==> config.mk <==
export PLATFORM = sky130hd
export DESIGN_NAME = upset_dispatch
export DESIGN_NICKNAME = d
export VERILOG_FILES = /design/src/rtl/upset_pkg.sv /design/src/rtl/upset_classify.sv /design/src/rtl/upset_dup_track.sv /design/src/rtl/upset_counters.sv /design/src/rtl/upset_dispatch.sv
export SDC_FILE = /design/constraint.sdc
export NUM_CORES = 1
export LEC_CHECK = 0
export BUFFER_PORTS_ARGS = -buffer_cell sky130_fd_sc_hd__buf_4
export CAP_MARGIN = 20
export CORE_AREA = 2 2 204 156
export CTS_CLUSTER_DIAMETER = 100
export DETAILED_ROUTE_END_ITERATION = 8
export DIE_AREA = 0 0 206 158
export PLACE_DENSITY = 0.58
export RECOVER_POWER = 25
export SLEW_MARGIN = 20
export SYNTH_ARGS = -nofsm -noshare
export SYNTH_HDL_FRONTEND = slang
export SYNTH_HIERARCHICAL = 1
export SYNTH_SLANG_ARGS = --single-unit
==> constraint.sdc <==
create_clock -name clk_i -period 3.59 [get_ports clk_i]
set_input_delay 0.718 -clock clk_i [delete_from_list [all_inputs] [get_ports clk_i]]
set_output_delay 0.718 -clock clk_i [all_outputs]
set_load 0.005 [all_outputs]
==> src/rtl/upset_pkg.sv <==
package upset_pkg;
  typedef enum logic [2:0] {
    CL_NONE    = 3'd0,
    CL_UNKNOWN = 3'd1,
    CL_EVEN    = 3'd2,
    CL_ODD_OOB = 3'd3,
    CL_ODD_INB = 3'd4,
    CL_SBU     = 3'd5,
    CL_DUP     = 3'd6
  } upset_cls_e;

  localparam int unsigned NUM_CLS = 7;

  typedef enum logic [1:0] {
    ACT_NONE  = 2'd0,
    ACT_FRAME = 2'd1,
    ACT_FULL  = 2'd2
  } repair_act_e;
endpackage

==> src/rtl/upset_classify.sv <==
module upset_classify import upset_pkg::*; #(
  parameter int unsigned EV_W        = 64,
  parameter int unsigned FADDR_W     = 26,
  parameter int unsigned WIDX_W      = 7,
  parameter int unsigned BIDX_W      = 5,
  parameter int unsigned FRAME_WORDS = 101
) (
  input  logic [EV_W-1:0]    ev_i,
  input  logic               dup_i,
  output upset_cls_e         cls_o,
  output repair_act_e        act_o,
  output logic [FADDR_W-1:0] addr_o,
  output logic               addr_nz_o
);
  localparam int unsigned WIDX_LSB = FADDR_W;
  localparam int unsigned BIDX_LSB = WIDX_LSB + WIDX_W;
  localparam int unsigned ECC_POS  = BIDX_LSB + BIDX_W;
  localparam int unsigned CRC_POS  = ECC_POS + 1;
  localparam int unsigned ODD_POS  = CRC_POS + 1;
  // FRAME_WORDS must fit in WIDX_W bits
  localparam logic [WIDX_W-1:0] WIDX_LIM = WIDX_W'(FRAME_WORDS);

  logic [WIDX_W-1:0] widx;
  logic              ecc_f, crc_f, odd_f;
  logic              unused_pad;

  assign addr_o    = ev_i[FADDR_W-1:0];
  assign widx      = ev_i[WIDX_LSB +: WIDX_W];
  assign ecc_f     = ev_i[ECC_POS];
  assign crc_f     = ev_i[CRC_POS];
  assign odd_f     = ev_i[ODD_POS];
  assign addr_nz_o = |addr_o;
  assign unused_pad = ^{ev_i[EV_W-1:ODD_POS+1], ev_i[BIDX_LSB +: BIDX_W]};

  always_comb begin
    cls_o = CL_NONE;
    act_o = ACT_NONE;
    if (!addr_nz_o) begin
      cls_o = CL_NONE;
    end else if (dup_i) begin
      cls_o = CL_DUP;
    end else if (ecc_f) begin
      if (!odd_f) begin
        cls_o = CL_EVEN;
        act_o = ACT_FRAME;
      end else if (widx >= WIDX_LIM) begin
        cls_o = CL_ODD_OOB;
        act_o = ACT_FULL;
      end else if (crc_f) begin
        cls_o = CL_ODD_INB;
        act_o = ACT_FRAME;
      end else begin
        cls_o = CL_SBU;
      end
    end else if (crc_f) begin
      cls_o = CL_UNKNOWN;
      act_o = ACT_FULL;
    end
  end
endmodule

==> src/rtl/upset_dup_track.sv <==
module upset_dup_track #(
  parameter int unsigned FADDR_W = 26
) (
  input  logic               clk_i,
  input  logic               rst_ni,
  input  logic [FADDR_W-1:0] addr_i,
  input  logic               upd_i,
  input  logic               load_i,
  output logic               match_o
);
  logic               valid_q;
  logic [FADDR_W-1:0] addr_q;

  assign match_o = valid_q && (addr_q == addr_i);

  always_ff @(posedge clk_i or negedge rst_ni) begin
    if (!rst_ni) begin
      valid_q <= 1'b0;
      addr_q  <= '0;
    end else if (upd_i) begin
      if (load_i) begin
        valid_q <= 1'b1;
        addr_q  <= addr_i;
      end else if (!match_o) begin
        valid_q <= 1'b0;
      end
    end
  end
endmodule

==> src/rtl/upset_counters.sv <==
module upset_counters import upset_pkg::*; #(
  parameter int unsigned CNT_W = 16
) (
  input  logic                     clk_i,
  input  logic                     rst_ni,
  input  logic                     inc_i,
  input  upset_cls_e               cls_i,
  output logic [NUM_CLS*CNT_W-1:0] cnt_o
);
  for (genvar k = 0; k < NUM_CLS; k++) begin : g_cnt
    logic [CNT_W-1:0] cnt_q;
    always_ff @(posedge clk_i or negedge rst_ni) begin
      if (!rst_ni)                                cnt_q <= '0;
      else if (inc_i && (cls_i == upset_cls_e'(k))) cnt_q <= cnt_q + 1'b1;
    end
    assign cnt_o[k*CNT_W +: CNT_W] = cnt_q;
  end
endmodule

==> src/rtl/upset_dispatch.sv <==
module upset_dispatch import upset_pkg::*; #(
  parameter int unsigned EV_W        = 64,
  parameter int unsigned FADDR_W     = 26,
  parameter int unsigned WIDX_W      = 7,
  parameter int unsigned BIDX_W      = 5,
  parameter int unsigned FRAME_WORDS = 101,
  parameter int unsigned CNT_W       = 16
) (
  input  logic                     clk_i,
  input  logic                     rst_ni,
  input  logic                     q_nempty_i,
  output logic                     q_pop_o,
  input  logic [EV_W-1:0]          q_data_i,
  output logic                     rep_req_o,
  output logic                     rep_full_o,
  output logic [FADDR_W-1:0]       rep_addr_o,
  input  logic                     rep_ack_i,
  output logic                     cls_valid_o,
  output logic [2:0]               cls_o,
  output logic [NUM_CLS*CNT_W-1:0] cnt_o
);
  typedef enum logic [1:0] {ST_IDLE, ST_EVAL, ST_WAIT, ST_DRAIN} st_e;

  st_e                st_q;
  logic [EV_W-1:0]    ev_q;
  upset_cls_e         cls_w, cls_q;
  repair_act_e        act_w;
  logic [FADDR_W-1:0] addr_w;
  logic               addr_nz_w, dup_w, eval_w;

  assign eval_w  = (st_q == ST_EVAL);
  assign q_pop_o = q_nempty_i && ((st_q == ST_IDLE) || (st_q == ST_DRAIN));

  upset_classify #(
    .EV_W(EV_W), .FADDR_W(FADDR_W), .WIDX_W(WIDX_W),
    .BIDX_W(BIDX_W), .FRAME_WORDS(FRAME_WORDS)
  ) i_classify (
    .ev_i(ev_q), .dup_i(dup_w), .cls_o(cls_w), .act_o(act_w),
    .addr_o(addr_w), .addr_nz_o(addr_nz_w)
  );

  upset_dup_track #(.FADDR_W(FADDR_W)) i_dup (
    .clk_i(clk_i), .rst_ni(rst_ni), .addr_i(addr_w),
    .upd_i(eval_w && addr_nz_w), .load_i(act_w != ACT_NONE),
    .match_o(dup_w)
  );

  upset_counters #(.CNT_W(CNT_W)) i_cnt (
    .clk_i(clk_i), .rst_ni(rst_ni), .inc_i(eval_w), .cls_i(cls_w), .cnt_o(cnt_o)
  );

  always_ff @(posedge clk_i or negedge rst_ni) begin
    if (!rst_ni) begin
      st_q        <= ST_IDLE;
      ev_q        <= '0;
      cls_q       <= CL_NONE;
      cls_valid_o <= 1'b0;
      rep_req_o   <= 1'b0;
      rep_full_o  <= 1'b0;
      rep_addr_o  <= '0;
    end else begin
      cls_valid_o <= 1'b0;
      unique case (st_q)
        ST_IDLE: if (q_nempty_i) begin
          ev_q <= q_data_i;
          st_q <= ST_EVAL;
        end
        ST_EVAL: begin
          cls_q       <= cls_w;
          cls_valid_o <= 1'b1;
          if (act_w != ACT_NONE) begin
            rep_req_o  <= 1'b1;
            rep_full_o <= (act_w == ACT_FULL);
            rep_addr_o <= addr_w;
            st_q       <= ST_WAIT;
          end else begin
            st_q <= ST_IDLE;
          end
        end
        ST_WAIT: if (rep_ack_i) begin
          rep_req_o <= 1'b0;
          st_q      <= rep_full_o ? ST_DRAIN : ST_IDLE;
        end
        ST_DRAIN: if (!q_nempty_i) st_q <= ST_IDLE;
        default: st_q <= ST_IDLE;
      endcase
    end
  end

  assign cls_o = cls_q;
endmodule

Yosys cells after proc, flatten, opt, wreduce, memory -nomap -nowiden
Index checks and enable logic that the tools add are counted.
- register bits: 214
- input port bits: 68
- output and inout bits: 145
- word-level logic and storage cells: 88
- add/sub/neg operators: 7
- magnitude comparators: 1
- eq/ne operators: 16
- muxes and demuxes: 26
- reduce and logical (&&, ||, !) cells: 22
- operators with widths (kind ; number):
    16-bit by 1-bit adder with 16-bit output, second input constant ; 7
    26-bit equality test ; 1
    26-bit OR reduction ; 1
    2-bit two-way mux ; 11
    3-bit two-way mux ; 5
    1-bit logical AND ; 10
    3-bit equality test, second input constant ; 3
    1-bit two-way mux ; 8
    2-bit case mux with 4 select lines ; 1
    2-bit AND reduction ; 4
    7-bit greater-or-equal comparator, second input constant ; 1
    2-bit equality test, second input constant ; 3
    3-bit by 2-bit equality test with 1-bit output, second input constant ; 2
    2-bit != test, second input constant ; 3
    3-bit AND reduction ; 2
    2-bit by 1-bit != test with 1-bit output, second input constant ; 2
    2-bit nonzero test ; 2
    3-bit by 1-bit equality test with 1-bit output, second input constant ; 1
    3-bit logical NOT ; 1
    2-bit by 1-bit equality test with 1-bit output, second input constant ; 1
    2-bit logical NOT ; 1
    1-bit case mux with 2 select lines ; 1
    1-bit logical OR ; 1

Longest topological paths before layout
Gate-level depths: netlist of the first run.
- word-level depth: 9
- depth in mapped cells: 14
- mapped depth without buffers: 11

By module
The synthesis of the first run kept the hierarchy.
- by module, submodules not included (module ; instances ; cells an instance ; area each (um2) ; seq. area each (um2)):
    upset_counters ; 1 ; 431 ; 5029.8 ; 2802.7
    upset_dispatch ; 1 ; 227 ; 3818.7 ; 2452.4
    upset_dup_track ; 1 ; 94 ; 1288.7 ; 675.6
    upset_classify ; 1 ; 55 ; 370.4 ; 0.0

Worst setup path before layout of the first run
No wires, ideal clock.
- path type: reg-to-reg
- start: register ev_q[6]
- end: register i_cnt.g_cnt[6].cnt_q[8]
- setup time: 0.124 ns
- arrival: 2.553 ns
- required time: 3.466 ns
- setup slack: 0.913 ns
- stages on the path, launching flop included: 13
- buffers on the path: 2
- clock period less this slack: 2.677 ns
- cells stage by stage: dfrtp_1 -> buf_4 -> xor2_1 -> nor4_1 -> nand4_1 -> nor2_1 -> inv_1 -> a21oi_1 -> buf_2 -> nand4b_2 -> nor3_2 -> nand3_1 -> xnor2_1
- cells in the longest elaborated chain, start to end: 6
- elaborated cells between the ends (all ways): 7
- those cells by class: eq/ne: 2; mux: 2; reduce/logical: 3
- RTL lines (what ; RTL line ; source):
    start, declared ; upset_dispatch.sv:25 ; logic [EV_W-1:0] ev_q;
    start signal, assigned ; upset_dispatch.sv:65 ; ev_q <= q_data_i;
    26-bit equality test ; upset_dup_track.sv:14 ; assign match_o = valid_q && (addr_q == addr_i);
    1-bit logical AND ; upset_dup_track.sv:14 ;
    named net dup_w ; upset_dispatch.sv:29 ; logic addr_nz_w, dup_w, eval_w;
    3-bit two-way mux ; upset_classify.sv:40 ; end else if (dup_i) begin
    3-bit two-way mux ; upset_classify.sv:38 ; if (!addr_nz_o) begin
    named net cls_w[1] ; upset_dispatch.sv:26 ; upset_cls_e cls_w, cls_q;
    3-bit equality test ; upset_counters.sv:14 ; else if (inc_i && (cls_i == upset_cls_e'(k))) cnt_q <= cnt_q + 1'b1;
    1-bit logical AND ; upset_counters.sv:14 ;
    end signal, assigned ; upset_counters.sv:14 ;
    end, declared ; upset_counters.sv:11 ; logic [CNT_W-1:0] cnt_q;
The timed path passes the listed nets, and every way through them passes these cells.
A chain may end at the register's enable or synchronous reset.

Final worst setup path of the first run
- start: register ev_q[3]
- end: register i_cnt.g_cnt[1].cnt_q[12]
- cells in the longest elaborated chain, start to end: 6
- elaborated cells between the ends (all ways): 7
- those cells by class: eq/ne: 2; mux: 2; reduce/logical: 3
- RTL lines (what ; RTL line):
    26-bit equality test ; upset_dup_track.sv:14
    1-bit logical AND ; upset_dup_track.sv:14
    named net dup_w ; upset_dispatch.sv:29
    3-bit two-way mux ; upset_classify.sv:40
    3-bit two-way mux ; upset_classify.sv:38
    named net cls_w[0] ; upset_dispatch.sv:26
    3-bit by 1-bit equality test with 1-bit output ; upset_counters.sv:14
    1-bit logical AND ; upset_counters.sv:14
    end signal, assigned ; upset_counters.sv:14
    end, declared ; upset_counters.sv:11
The timed path passes the listed nets, and every way through them passes these cells.

==> results of run 1 <==
[worst max-delay path, stage by stage (launching register included)]
cell and delay (ns):
dfrtp_1 0.44, xor2_1 0.22, nor4_1 0.08, nand4_1 0.14, nor2_1 0.07, inv_1 0.13
o21ai_2 0.10, a31oi_2 0.68, nor4bb_1 0.35, buf_4 0.22, nand3_1 0.23, nor3_1 0.28
xor2_1 0.18
[sequential cells by signal, indices dropped and copies added (netlist names)]
signal / flops
i_cnt/g_cnt.cnt_q: 112
ev_q: 36
i_dup/addr_q: 26
rep_addr_o: 26
cls_o: 3
st_q: 2
cls_valid_o: 1
i_dup/valid_q: 1
rep_full_o: 1
rep_req_o: 1
[per-layer routing]
metal,wire (um),up-vias
met2,8907,143
met4,498,0
met5,0,-
met3,1425,32
li1,-,2956
met1,10610,3080
[layout make-up]
type | instances | area, um^2 | share of cell area (%)
sequential | 209 | 5230 | 43.90
clock buffer | 34 | 678.2 | 5.693
multi-input combinational | 479 | 3836 | 32.20
tap | 406 | 508.0 | 4.264
inverter | 18 | 67.56 | 0.5672
clock inverter | 6 | 91.34 | 0.7667
timing repair buffer | 197 | 1501 | 12.60
[worst paths after layout]
| check | start | to | slack (ns) | cells past startpoint |
|---|---|---|---|---|
| min | q_data_i[38] | ev_q[38] | 0.41 | 2 |
| max | ev_q[3] | i_cnt/g_cnt[1].cnt_q[12] | 0.40 | 12 |
| min reg2reg | i_cnt/g_cnt[3].cnt_q[15] | i_cnt/g_cnt[3].cnt_q[15] | 0.47 | 1 |
| min in group asynchronous | rst_ni | i_cnt/g_cnt[4].cnt_q[12] | 0.96 | 1 |
| max reg2reg | ev_q[3] | i_cnt/g_cnt[1].cnt_q[12] | 0.40 | 12 |
| max in group asynchronous | rst_ni | i_cnt/g_cnt[1].cnt_q[12] | 0.75 | 2 |
[where the power goes]
group          switching (uW)  internal, uW
registers                 666          3060
clock network             994          1450
logic                    1230          1620
[per-stage QoR]
stage	hold WS [ns]	area, um^2	utilization [%]
after floorplan	0.4224	9467	-
after global placement	0.4595	11160	36.38
after detailed placement	0.4717	11160	36.38
after CTS	0.3060	11930	38.89
after global routing	0.3886	11910	38.82
final	0.4076	11910	38.82
==> results.sh, run 1 <==
export IMPL_outcome="finished, violations left"
export IMPL_violations="max-capacitance violations, max-slew violations"
export IMPL_ys_warn_count=6
export IMPL_hold_violations=0
export IMPL_grtUsageMet2_pct=19.16
export IMPL_overflow=0
export IMPL_ant_nets=0
export IMPL_dr_pass1_iters=6
export IMPL_maxCapViolCount=1
export IMPL_dp_cells=1309
export IMPL_grt_pass1_wl_um=33980
export IMPL_fin_crit_ns=3.192
export IMPL_syn_inst=749
export IMPL_layout_setup_ws_ns=0.3982
export IMPL_path_clk_slew_ns=0.06
export IMPL_final_setup_tns_ns=0
export IMPL_start_util_pct=30.85
export IMPL_place_gp_congestion=0.7796
export IMPL_grtUsageTotal_pct=13.15
export IMPL_rows=56
export IMPL_cts_hold_buf=0
export IMPL_setup_viol_count_final=0
export IMPL_final_cell_mix="209 x dfrtp_1, 193 x buf_4, 97 x mux2_2"
export IMPL_dieHeight_um=158
export IMPL_post_drt_wl_per_cell_um=15.90
export IMPL_root_buffer="clkbuf_16"
export IMPL_cts_resized=0
export IMPL_cts_tree="yes"
export IMPL_cts_htree_levels=1
export IMPL_drt_first_iter_violations=266
export IMPL_critical_path_class="reg2reg"
export IMPL_syn_num_nets=830
export IMPL_post_cts_buffers=0
export IMPL_design_core_area_um2=30690
export IMPL_use_met1_pct=19.04
export IMPL_met3_usage_pct=3.726
export IMPL_post_route_period_util_pct=88.91
export IMPL_finalPower_uw=9014
export IMPL_tightest_slew_ns=2.465
export IMPL_port_buffer_count=184
export IMPL_place_ws_ns=0.3834
export IMPL_slew_headroom_pct=-64.35
export IMPL_critPathCaptureType="flip-flop"
export IMPL_nets=1010
export IMPL_cp_start_kind="flip-flop"
export IMPL_area_delta_synth_final_pct=25.84
export IMPL_rsz0062_at_grt="no"
export IMPL_dieArea_um2=32550
export IMPL_antenna_found_initial=0
export IMPL_powerDensity_nw_per_um2=756.6
export IMPL_wirelength_um=21440
export IMPL_critPathMaxFanout=12
export IMPL_numCtsBuffers=24
export IMPL_fp_dieW_um=206
export IMPL_n_antenna_cell=0
export IMPL_grt_pass1_vias=6113
export IMPL_final_common_cell="dfrtp_1"
export IMPL_clock_sinks=209
export IMPL_cp_required_ns=4.04
export IMPL_drc=0
export IMPL_syn_area_per_cell_um2=12.64
export IMPL_power_leakage_uw=0.005544
export IMPL_clock_path_buffers=3
export IMPL_fin_skew_ns=0.02528
export IMPL_clk_latency_ns=0.54
export IMPL_fillCellCount=3010
export IMPL_drive_gt1_share_pct=37.01
export IMPL_instances_no_fill=1349
export IMPL_fmax_mhz=313.3
export IMPL_syn_area_um2=9467
export IMPL_hold_path_class="in2reg"
export IMPL_grt_max_degree=95
export IMPL_ioPinCount=213
export IMPL_dr_total_vias=6211
export IMPL_viasPerCell=4.604
export IMPL_drv_slew=94
export IMPL_worst_ep_arrival_time_ns=3.64
export IMPL_hpwl_um=14820
export IMPL_vdd_drop_max_v=0.0004339
export IMPL_busiest_layer="met2"
(Power assumes the default switching activity.)
==> inputs of run 2 (changes only) <==
Clock period 3.59 ns to 3.4 ns, I/O delays scaled along.
==> run 2 against run 1 <==
The flow still finishes with violations (max-capacitance violations, max-slew violations). Register-to-register slack got worse by 0.07 ns. Global-route usage fell by 0.19 points. Combinational power rose by 7%. Critical path depth did not move. Critical path type unchanged. Largest power group unchanged.
==> results.sh, run 2 (synthesis gave the netlist of run 1 again) <==
export IMPL_tightest_slew_ns=1.684
export IMPL_vdd_drop_max_v=0.0003963
export IMPL_fp_dieW_um=206
export IMPL_r2r_end="i_cnt/g_cnt[0].cnt_q[15]"
export IMPL_placed_cell_area_um2=11190
export IMPL_p_seq_share_pct=41.4
export IMPL_area_delta_synth_final_pct=25.75
export IMPL_path_clk_slew_ns=0.06
export IMPL_rsz0062_at_grt="no"
export IMPL_worst_ep_arrival_time_ns=3.47
export IMPL_grt_max_degree=67
export IMPL_grt_pass1_wl_um=33520
export IMPL_power_leakage_uw=0.005546
export IMPL_powerDensity_nw_per_um2=795.1
export IMPL_whs_endpoint="ev_q[27]"
export IMPL_setup_viol_count_final=0
export IMPL_final_cell_mix="209 x dfrtp_1, 196 x buf_4, 97 x mux2_2"
export IMPL_min_delay_start="q_data_i[27]"
export IMPL_start_util_pct=30.85
export IMPL_antenna_found_initial=0
export IMPL_final_common_cell="dfrtp_1"
export IMPL_fin_skew_ns=0.01595
export IMPL_reg_top3="i_cnt/g_cnt.cnt_q (112), ev_q (36)"
export IMPL_grt_pass1_vias=6024
export IMPL_cts_htree_levels=1
export IMPL_design_core_area_um2=30690
export IMPL_drc=0
export IMPL_overflow=0
export IMPL_dr_total_vias=6139
export IMPL_wirelength_um=20980
export IMPL_rows=56
export IMPL_hold_depth=2
export IMPL_n_antenna_cell=0
export IMPL_finalPower_uw=9465
export IMPL_final_setup_tns_ns=0
export IMPL_hpwl_um=14800
export IMPL_hold_path_class="in2reg"
export IMPL_slew_headroom_pct=-12.28
export IMPL_numCtsBuffers=23
export IMPL_nets=1012
export IMPL_cpMostUsedCell="nand4_1"
export IMPL_largest_reg_flops=112
export IMPL_critPathCaptureType="flip-flop"
export IMPL_root_buffer="clkbuf_16"
export IMPL_drv_slew=66
export IMPL_viasPerCell=4.544
export IMPL_max_stage_delay_ns=0.44
export IMPL_outcome="finished, violations left"
export IMPL_rr_worst_depth=12
export IMPL_dp_cells=1312
export IMPL_critical_path_class="reg2reg"
export IMPL_switchingPower_uw=3018
export IMPL_worst_path_max_delay_cell="dfrtp_1"
export IMPL_place_gp_congestion=0.7633
export IMPL_drive_gt1_share_pct=37.46
export IMPL_critPathMaxFanout=8
export IMPL_grtUsageTotal_pct=12.96
export IMPL_regToRegSetupSlack_ns=0.33
export IMPL_cp_required_ns=3.80
export IMPL_port_buffer_count=184
export IMPL_post_drt_wl_per_cell_um=15.53
export IMPL_dieArea_um2=32550
export IMPL_stdcell_area_um2=11900
export IMPL_rr_startpoint="ev_q[9]"
export IMPL_drt_first_iter_violations=236
export IMPL_crit_chain="xor2_1, nor4_1, nand4_1, nor2_1, inv_1, o21ai_2, a31oi_2, buf_4, or3b_4, nor4_4, nand4_1, xnor2_1"
export IMPL_dieHeight_um=158
export IMPL_cp_start_kind="flip-flop"
export IMPL_dr_pass1_iters=4
export IMPL_cts_tree="yes"
export IMPL_instances_no_fill=1351
export IMPL_pwr_share_clk_pct=26.4
export IMPL_fmax_mhz=326.0
export IMPL_p_int_uw=6447
export IMPL_hold_violations=0
export IMPL_regMostFlops="i_cnt/g_cnt.cnt_q"
export IMPL_p_comb_share_pct=32.1
export IMPL_switching_share_pct=31.89
export IMPL_maxCapViolCount=1
export IMPL_clk_latency_ns=0.53
export IMPL_ioPinCount=213
export IMPL_startpoint="ev_q[9]"
export IMPL_clock_path_buffers=3
export IMPL_post_route_period_util_pct=90.23
export IMPL_hold_slack_ns=0.3789
export IMPL_clock_sinks=209
export IMPL_violations="max-capacitance violations, max-slew violations"
export IMPL_ant_nets=0
export IMPL_fillCellCount=3013
export IMPL_fin_crit_ns=3.068
[run 2: worst max-delay path by stage]
stage               cells after the start                        to
floorplan                              12   i_cnt/g_cnt[6].cnt_q[8]
finish                                 12  i_cnt/g_cnt[0].cnt_q[15]
CTS                                    12  i_cnt/g_cnt[0].cnt_q[15]
detailed placement                     12  i_cnt/g_cnt[0].cnt_q[15]
global placement                       13  i_cnt/g_cnt[4].cnt_q[11]
global route                           13  i_cnt/g_cnt[4].cnt_q[11]
[run 2: layer usage]
metal / share of wire [%] / vias up / routed length (um) / global-route usage (%)
met2: 42 / 140 / 8790 / 18.66
li1: - / 2949 / - / -
met4: 2.3 / 0 / 475 / 3.367
met3: 6.2 / 27 / 1307 / 3.335
met5: 0 / - / 0 / 0
met1: 50 / 3023 / 10400 / 19.17
[run 2: area by class of cell]
cell class	instances	area, um^2	area share, %
Inverter	18	67.56	0.5676
Tap cell	406	508.0	4.267
Timing Repair Buffer	200	1509	12.68
Sequential cell	209	5230	43.94
Clock buffer	31	645.6	5.424
Multi-Input combinational cell	479	3842	32.28
Clock inverter	8	101.3	0.8514
[run 2: critical path, delay by kind of cell (launching register included)]
kind                   cells  cell delay, ns
XOR/XNOR                   2            0.33
buffers and inverters      2            0.32
flip-flops                 1            0.44
AND/OR/NAND/NOR            6            1.60
AO/OA/AOI/OAI              2            0.24
[run 2: metrics by stage]
stage          util [%]  setup slack (ns)
6_report          38.79            0.3321
5_1_grt           38.79           0.01633
4_1_cts           38.89            0.1894
3_5_place_dp      36.45            0.2244
3_3_place_gp      36.45            0.2121
2_1_floorplan         -            0.7229
[run 2: what timing repair did]
item | 4_1_cts | 5_1_grt
endpoints found under the hold margin | 0 | 0
hold buffers | 0 | 0
gates resized for setup | 0 | 1
endpoints found under the setup margin | 0 | 11
buffers inserted | 0 | 0
[run 2: power by group through the flow]
stage	Combinational (uW)	Sequential, uW	Clock (uW)
final	3040	3920	2500
after global routing	3340	4050	2690
after CTS	3100	3930	2590
after detailed placement	3090	3970	0
after global placement	3040	3950	0
after floorplan	2300	3730	0
